`config.mk`:
```
export PLATFORM = sky130hd
export DESIGN_NAME = prog_logic_array
export DESIGN_NICKNAME = d
export VERILOG_FILES = /design/src/rtl/pla_pkg.sv /design/src/rtl/pla_cfg_store.sv /design/src/rtl/pla_and_plane.sv /design/src/rtl/pla_or_plane.sv /design/src/rtl/prog_logic_array.sv
export SDC_FILE = /design/constraint.sdc
export NUM_CORES = 1
export LEC_CHECK = 0
export BUFFER_PORTS_ARGS = -buffer_cell sky130_fd_sc_hd__buf_4
export CAP_MARGIN = 5
export CORE_AREA = 4 4 84 86
export DETAILED_ROUTE_END_ITERATION = 10
export DIE_AREA = 0 0 88 90
export MAX_ROUTING_LAYER = met4
export SLEW_MARGIN = 20
export SYNTH_ARGS = -nofsm -noshare
export SYNTH_HDL_FRONTEND = slang
export SYNTH_SLANG_ARGS = --single-unit
```
`constraint.sdc`:
```
create_clock -name clk -period 1.8 [get_ports clk]
set_input_delay 0.18 -clock clk [delete_from_list [all_inputs] [get_ports clk]]
set_output_delay 0.18 -clock clk [all_outputs]
set_load 0.1 [all_outputs]
```
`src/rtl/pla_pkg.sv`:
```
package pla_pkg;

  typedef enum logic [1:0] {
    SEL_TERM = 2'd0,
    SEL_COL  = 2'd1,
    SEL_POL  = 2'd2,
    SEL_NONE = 2'd3
  } cfg_target_e;

endpackage

```
`src/rtl/pla_cfg_store.sv`:
```
module pla_cfg_store
  import pla_pkg::*;
#(
  parameter int N_IN   = 3,
  parameter int N_TERM = 4,
  parameter int N_OUT  = 2,
  parameter int AW     = 2,
  parameter int DW     = 6
) (
  input  logic                              clk,
  input  logic                              rst_n,
  input  logic                              cfg_we,
  input  logic [1:0]                        cfg_sel,
  input  logic [AW-1:0]                     cfg_addr,
  input  logic [DW-1:0]                     cfg_data,
  output logic [N_TERM-1:0][2*N_IN-1:0]     term_map,
  output logic [N_OUT-1:0][N_TERM-1:0]      col_map,
  output logic [N_OUT-1:0]                  pol_map
);

  localparam int FW = 2 * N_IN;

  cfg_target_e                      target;
  logic                             wr_term, wr_col, wr_pol;
  logic [N_TERM-1:0][FW-1:0]        term_q, term_nx;
  logic [N_OUT-1:0][N_TERM-1:0]     col_q, col_nx;
  logic [N_OUT-1:0]                 pol_q, pol_nx;

  assign target  = cfg_target_e'(cfg_sel);
  assign wr_term = cfg_we && (target == SEL_TERM);
  assign wr_col  = cfg_we && (target == SEL_COL);
  assign wr_pol  = cfg_we && (target == SEL_POL);

  // next-state: address decode per row and column
  always_comb begin
    term_nx = term_q;
    col_nx  = col_q;
    pol_nx  = pol_q;
    for (int k = 0; k < N_TERM; k++) begin
      if (wr_term && (cfg_addr == AW'(k))) term_nx[k] = cfg_data[FW-1:0];
    end
    for (int m = 0; m < N_OUT; m++) begin
      if (wr_col && (cfg_addr == AW'(m))) col_nx[m] = cfg_data[N_TERM-1:0];
    end
    if (wr_pol) pol_nx = cfg_data[N_OUT-1:0];
  end

  always_ff @(posedge clk or negedge rst_n) begin
    if (!rst_n) begin
      term_q <= '0;
      col_q  <= '0;
      pol_q  <= '0;
    end else if (cfg_we) begin
      term_q <= term_nx;
      col_q  <= col_nx;
      pol_q  <= pol_nx;
    end
  end

  assign term_map = term_q;
  assign col_map  = col_q;
  assign pol_map  = pol_q;

  // no write strobe, no change in the stored map
  a_r6_hold_without_write: assert property (@(posedge clk) disable iff (!rst_n)
    !cfg_we |=> ($stable(term_q) && $stable(col_q) && $stable(pol_q)));

  // the unused selector code alters nothing
  a_r7_unused_sel_ignored: assert property (@(posedge clk) disable iff (!rst_n)
    (cfg_we && cfg_sel == 2'd3) |=> ($stable(term_q) && $stable(col_q) && $stable(pol_q)));

  // a column write leaves the term rows alone
  a_r7_col_write_spares_terms: assert property (@(posedge clk) disable iff (!rst_n)
    (cfg_we && cfg_sel == 2'd1) |=> $stable(term_q));

  // a polarity write lands its data bits
  a_r5_pol_written: assert property (@(posedge clk) disable iff (!rst_n)
    (cfg_we && cfg_sel == 2'd2) |=> (pol_q == $past(cfg_data[N_OUT-1:0])));

endmodule

```
`src/rtl/pla_and_plane.sv`:
```
module pla_and_plane #(
  parameter int N_IN   = 3,
  parameter int N_TERM = 4
) (
  input  logic                          clk,
  input  logic                          rst_n,
  input  logic [N_IN-1:0]               in_vec,
  input  logic [N_TERM-1:0][2*N_IN-1:0] term_map,
  output logic [N_TERM-1:0]             term_val
);

  for (genvar k = 0; k < N_TERM; k++) begin : g_term
    logic [N_IN-1:0] lit_ok;
    logic [N_IN-1:0] clash;
    logic [N_IN-1:0] free;

    for (genvar i = 0; i < N_IN; i++) begin : g_lit
      logic use_true, use_comp;
      assign use_true = term_map[k][2*i];
      assign use_comp = term_map[k][2*i+1];
      // a connected literal must be 1; both connected gives a constant 0
      assign lit_ok[i] = (!use_true || in_vec[i]) && (!use_comp || !in_vec[i]);
      assign clash[i]  = (term_map[k][2*i+1 -: 2] == 2'b11);
      assign free[i]   = (term_map[k][2*i+1 -: 2] == 2'b00);
    end

    assign term_val[k] = &lit_ok;

    // a field of 11 pins the product term low
    a_r3_clash_forces_zero: assert property (@(posedge clk) disable iff (!rst_n)
      (|clash) |-> !term_val[k]);

    // a row of ignored inputs is a constant 1
    a_r3_all_free_is_one: assert property (@(posedge clk) disable iff (!rst_n)
      (&free) |-> term_val[k]);
  end

endmodule

```
`src/rtl/pla_or_plane.sv`:
```
module pla_or_plane #(
  parameter int N_TERM = 4,
  parameter int N_OUT  = 2
) (
  input  logic                          clk,
  input  logic                          rst_n,
  input  logic [N_TERM-1:0]             term_val,
  input  logic [N_OUT-1:0][N_TERM-1:0]  col_map,
  input  logic [N_OUT-1:0]              pol_map,
  output logic [N_OUT-1:0]              out_vec
);

  for (genvar m = 0; m < N_OUT; m++) begin : g_out
    logic sum;
    assign sum        = |(col_map[m] & term_val);
    assign out_vec[m] = sum ^ pol_map[m];

    // an empty column shows only the polarity bit
    a_r4_empty_column: assert property (@(posedge clk) disable iff (!rst_n)
      (col_map[m] == '0) |-> (out_vec[m] == pol_map[m]));

    // one live selected term drives the sum high before polarity
    a_r5_live_term_polarity: assert property (@(posedge clk) disable iff (!rst_n)
      ((col_map[m] & term_val) != '0) |-> (out_vec[m] == !pol_map[m]));
  end

endmodule

```
`src/rtl/prog_logic_array.sv`:
```
module prog_logic_array #(
  parameter int N_IN   = 3,
  parameter int N_TERM = 4,
  parameter int N_OUT  = 2,
  localparam int IDX_MAX = (N_TERM > N_OUT) ? N_TERM : N_OUT,
  localparam int AW      = (IDX_MAX > 1) ? $clog2(IDX_MAX) : 1,
  localparam int DW_A    = (2 * N_IN > N_TERM) ? 2 * N_IN : N_TERM,
  localparam int DW      = (DW_A > N_OUT) ? DW_A : N_OUT
) (
  input  logic             clk,
  input  logic             rst_n,
  input  logic             cfg_we,
  input  logic [1:0]       cfg_sel,
  input  logic [AW-1:0]    cfg_addr,
  input  logic [DW-1:0]    cfg_data,
  input  logic [N_IN-1:0]  in_vec,
  output logic [N_OUT-1:0] out_vec
);

  logic [N_TERM-1:0][2*N_IN-1:0] term_map;
  logic [N_OUT-1:0][N_TERM-1:0]  col_map;
  logic [N_OUT-1:0]              pol_map;
  logic [N_TERM-1:0]             term_val;

  pla_cfg_store #(
    .N_IN(N_IN), .N_TERM(N_TERM), .N_OUT(N_OUT), .AW(AW), .DW(DW)
  ) u_store (
    .clk(clk), .rst_n(rst_n), .cfg_we(cfg_we), .cfg_sel(cfg_sel),
    .cfg_addr(cfg_addr), .cfg_data(cfg_data),
    .term_map(term_map), .col_map(col_map), .pol_map(pol_map)
  );

  pla_and_plane #(.N_IN(N_IN), .N_TERM(N_TERM)) u_and (
    .clk(clk), .rst_n(rst_n), .in_vec(in_vec),
    .term_map(term_map), .term_val(term_val)
  );

  pla_or_plane #(.N_TERM(N_TERM), .N_OUT(N_OUT)) u_or (
    .clk(clk), .rst_n(rst_n), .term_val(term_val),
    .col_map(col_map), .pol_map(pol_map), .out_vec(out_vec)
  );

  // a cleared array yields all-zero outputs
  a_r1_cleared_outputs_low: assert property (@(posedge clk) disable iff (!rst_n)
    (pol_map == '0 && col_map == '0) |-> (out_vec == '0));

endmodule

```
==> flow_summary_export.csv <==
group,metric,value,unit
run_status,status,"finished, violations left",
run_status,failed_checks,"negative setup slack",
setup_path,critPathSlowestCell,"dfrtp_1",
clock_network,clock_path_buffers,2,
global_route,grt_remaining_overflow,0,
detailed_routing,drc,0,
final_layout,multiInputGateArea,738,um^2
clock_network,cts-htree-levels,2,
pwr,p_int,0.00163,W
detailed_routing,via_per_inst,4.52,
synth,synth_area_per_cell,14.5,um^2
pwr,pwr-share-comb,34.1,%
synth,syn_area,0.00154,mm^2
setup_path,critPathMaxFanout,2,
setup_path,path_cells,"mux2i_2 > nand4_1 > nand4_1 > xor2_4 > buf_12",
place,dp_hpwl,2.58,mm
clock_network,clock-sinks,34,
clock_network,tritoncts,"built",
die,core,0.00628,mm^2
timing,skew,0,ns
detailed_routing,routed_wirelength,3.42,mm
synth,syn_nets,122,
final_layout,register_area,851,um^2
timing,fmax,0.551,GHz
place,placedCellCount,197,
timing,fin_ws,-0.0164,ns
place,placedInstanceArea,0.00179,mm^2
synth,synth_cell_type_count,15,
global_route,grt_pass1_wl,5.56,mm
detailed_routing,drtAntennaViolNets,0,
detailed_routing,firstDrtPassIters,4,
final_layout,final_nets,144,
setup_path,required,1.62,ns
synth,synth_top_area_share,55.4,%
setup_path,cpPeakStageDelay,0.40,ns
die,io_pins,18,
synth,ys_warn_count,0,
min_path,hold_path_class,"input port to flip-flop",
detailed_routing,drt_iter0_drc,36,
timing,timing_hold_violations_final,0,
global_route,grt_usage,9.66,%
die,start_util,24.5,%
global_route,grt_max_degree,35,
clock_network,root_buffer,"clkbuf_8",
timing,slew_headroom,71.1,%
pwr,peakVddDrop,0.000956,V
final_layout,drive_above_1_share,55.0,%
die,row_count,29,
job,cap_viol_max_count,0,
timing,setup_tns,-0.0164,ns
synth,ys_seq_area_share,55.4,%
pwr,p_leak,0.821,nW
place,io_buffers,17,
timing,worst_slew_pin_slew,0.433,ns
final_layout,diodes,0,
setup_path,cp-end-kind,"primary output",
timing,rsz0062_at_grt,"true",
timing,setup_viol,1,
final_layout,area_growth,26.2,%
setup_path,crit_top_cell,"nand4_1",
final_layout,finalInstanceArea,0.00194,mm^2
die,die_h,90,um
final_layout,fillers,628,
pwr,pwr-share-clk,23.2,%
pwr,power_switching,0.000846,W
clock_network,path_clk_slew,0.06,ns
synth,yosys.area.top_type,"dfrtp_1",
global_route,grt_pass1_vias,1084,
synth,syn_inst,106,
place,gp_congestion,0.851,
timing,period_share,101,%
pwr,sw_frac_of_total,34.2,%
clock_network,insertion_delay,0.28,ns
setup_path,critPathLaunchType,"flip-flop",
final_layout,layout.cells.non_filler,206,
timing,whs,0.158,ns
synth,ys_ff_latch,34,
setup_path,worstSetupPathType,"flip-flop to primary output",
setup_path,crit_arrival,1.64,ns
timing,period_minus_slack,1.82,ns
die,fp.dieW,88,um
clock_network,numCtsBuffers,5,
final_layout,final_cell_mix,"mux2_2, dfrtp_1, buf_4",
timing,finalMaxSlewViolations,0,
die,die_area,0.00792,mm^2
detailed_routing,wire_per_inst,16.6,um
detailed_routing,vias,931,
global_route,antenna_found_initial,0,
pwr,p_per_area,1280,mW/mm^2
place,place_ws,0.174,ns
synth,synthTopCellsByArea,"dfrtp_1, mux2_2, mux2i_1",
pwr,seqPwrFrac,42.8,%
==> cell type report <==
class / instances / share of cell area, %
clock buffers: 7 / 4.45
clock inverters: 1 / 0.258
multi-input cells: 69 / 38.1
flip-flops and latches: 34 / 43.9
well taps: 77 / 4.97
repair buffers: 18 / 8.39
==> synth_stat cells (all sizes together) <==
library cell	instances
clkbuf	3
dfrtp	34
mux2	34
mux2i	12
nand2	2
nand2b	1
nand3	1
nand3b	3
nand4	10
nor2	2
nor3b	2
xor2	2
==> flip-flops by register name, indices dropped and copies added, names as in the netlist <==
register          count
u_store.col_map       8
u_store.pol_map       2
u_store.term_map     24
==> what timing repair did <==
item,in CTS,in global routing
gates resized for setup,11,2
setup buffers,0,0
pin swaps,2,1
endpoints found under the hold margin,34,0
hold buffers,1,0
endpoints found under the setup margin,2,2
==> metrics by stage <==
stage,total power [W],utilization [%]
after floorplan,0.00159,-
after detailed placement,0.00179,28.5
after CTS,0.00249,30.8
after global routing,0.00261,30.9
final,0.00248,30.9
after global placement,0.00176,28.5
==> critical path, delay by kind of cell (launching register included) <==
family        cells  cell delay [ns]
mux               1             0.23
xor+xnor          1             0.19
simple gates      2             0.35
flops             1             0.40
buf+inv           1             0.19
==> cell families (layout without fill, tap and decap cells) <==
| kind of cell | Yosys count | in the layout | share of synthesized area [%] |
|---|---|---|---|
| buffers and inverters | 3 | 26 | 0.733 |
| multiplexers | 46 | 46 | 32.7 |
| XOR/XNOR | 2 | 2 | 1.14 |
| flip-flops | 34 | 34 | 55.4 |
| AND/OR/NAND/NOR | 21 | 21 | 10.0 |
==> metal layers <==
layer  share of wire (%)  vias to the layer above  GRT usage (%)  wire length (um)
met2                  53                       22           15.3              1810
met1                  39                      470           11.0              1320
met4                 2.5                        0           4.86                86
met5                   0                        -              -                 0
met3                 5.7                        9           2.83               196
li1                    -                      430              -                 -
==> worst paths after layout <==
path	cells after the start	slack, ns	end	from
min in group asynchronous	2	0.38	u_store.pol_map[0]	rst_n
max in group asynchronous	2	1.11	u_store.term_map[12]	rst_n
worst min-delay path	2	0.16	u_store.term_map[10]	cfg_data[4]
worst max register to register	1	0.96	u_store.pol_map[1]	u_store.pol_map[1]
worst max-delay path	5	-0.02	out_vec[0]	u_store.term_map[10]
worst min register to register	1	0.51	u_store.term_map[0]	u_store.term_map[0]
==> power groups by stage <==
stage | registers, W | logic, W | clock network [W]
2_1_floorplan | 0.00102 | 0.000568 | 0
3_3_place_gp | 0.00105 | 0.000712 | 0
3_5_place_dp | 0.00106 | 0.000732 | 0
4_1_cts | 0.00106 | 0.000844 | 0.000593
5_1_grt | 0.00108 | 0.000894 | 0.000634
6_report | 0.00106 | 0.000843 | 0.000574
Power figures use the tool's default switching activity.
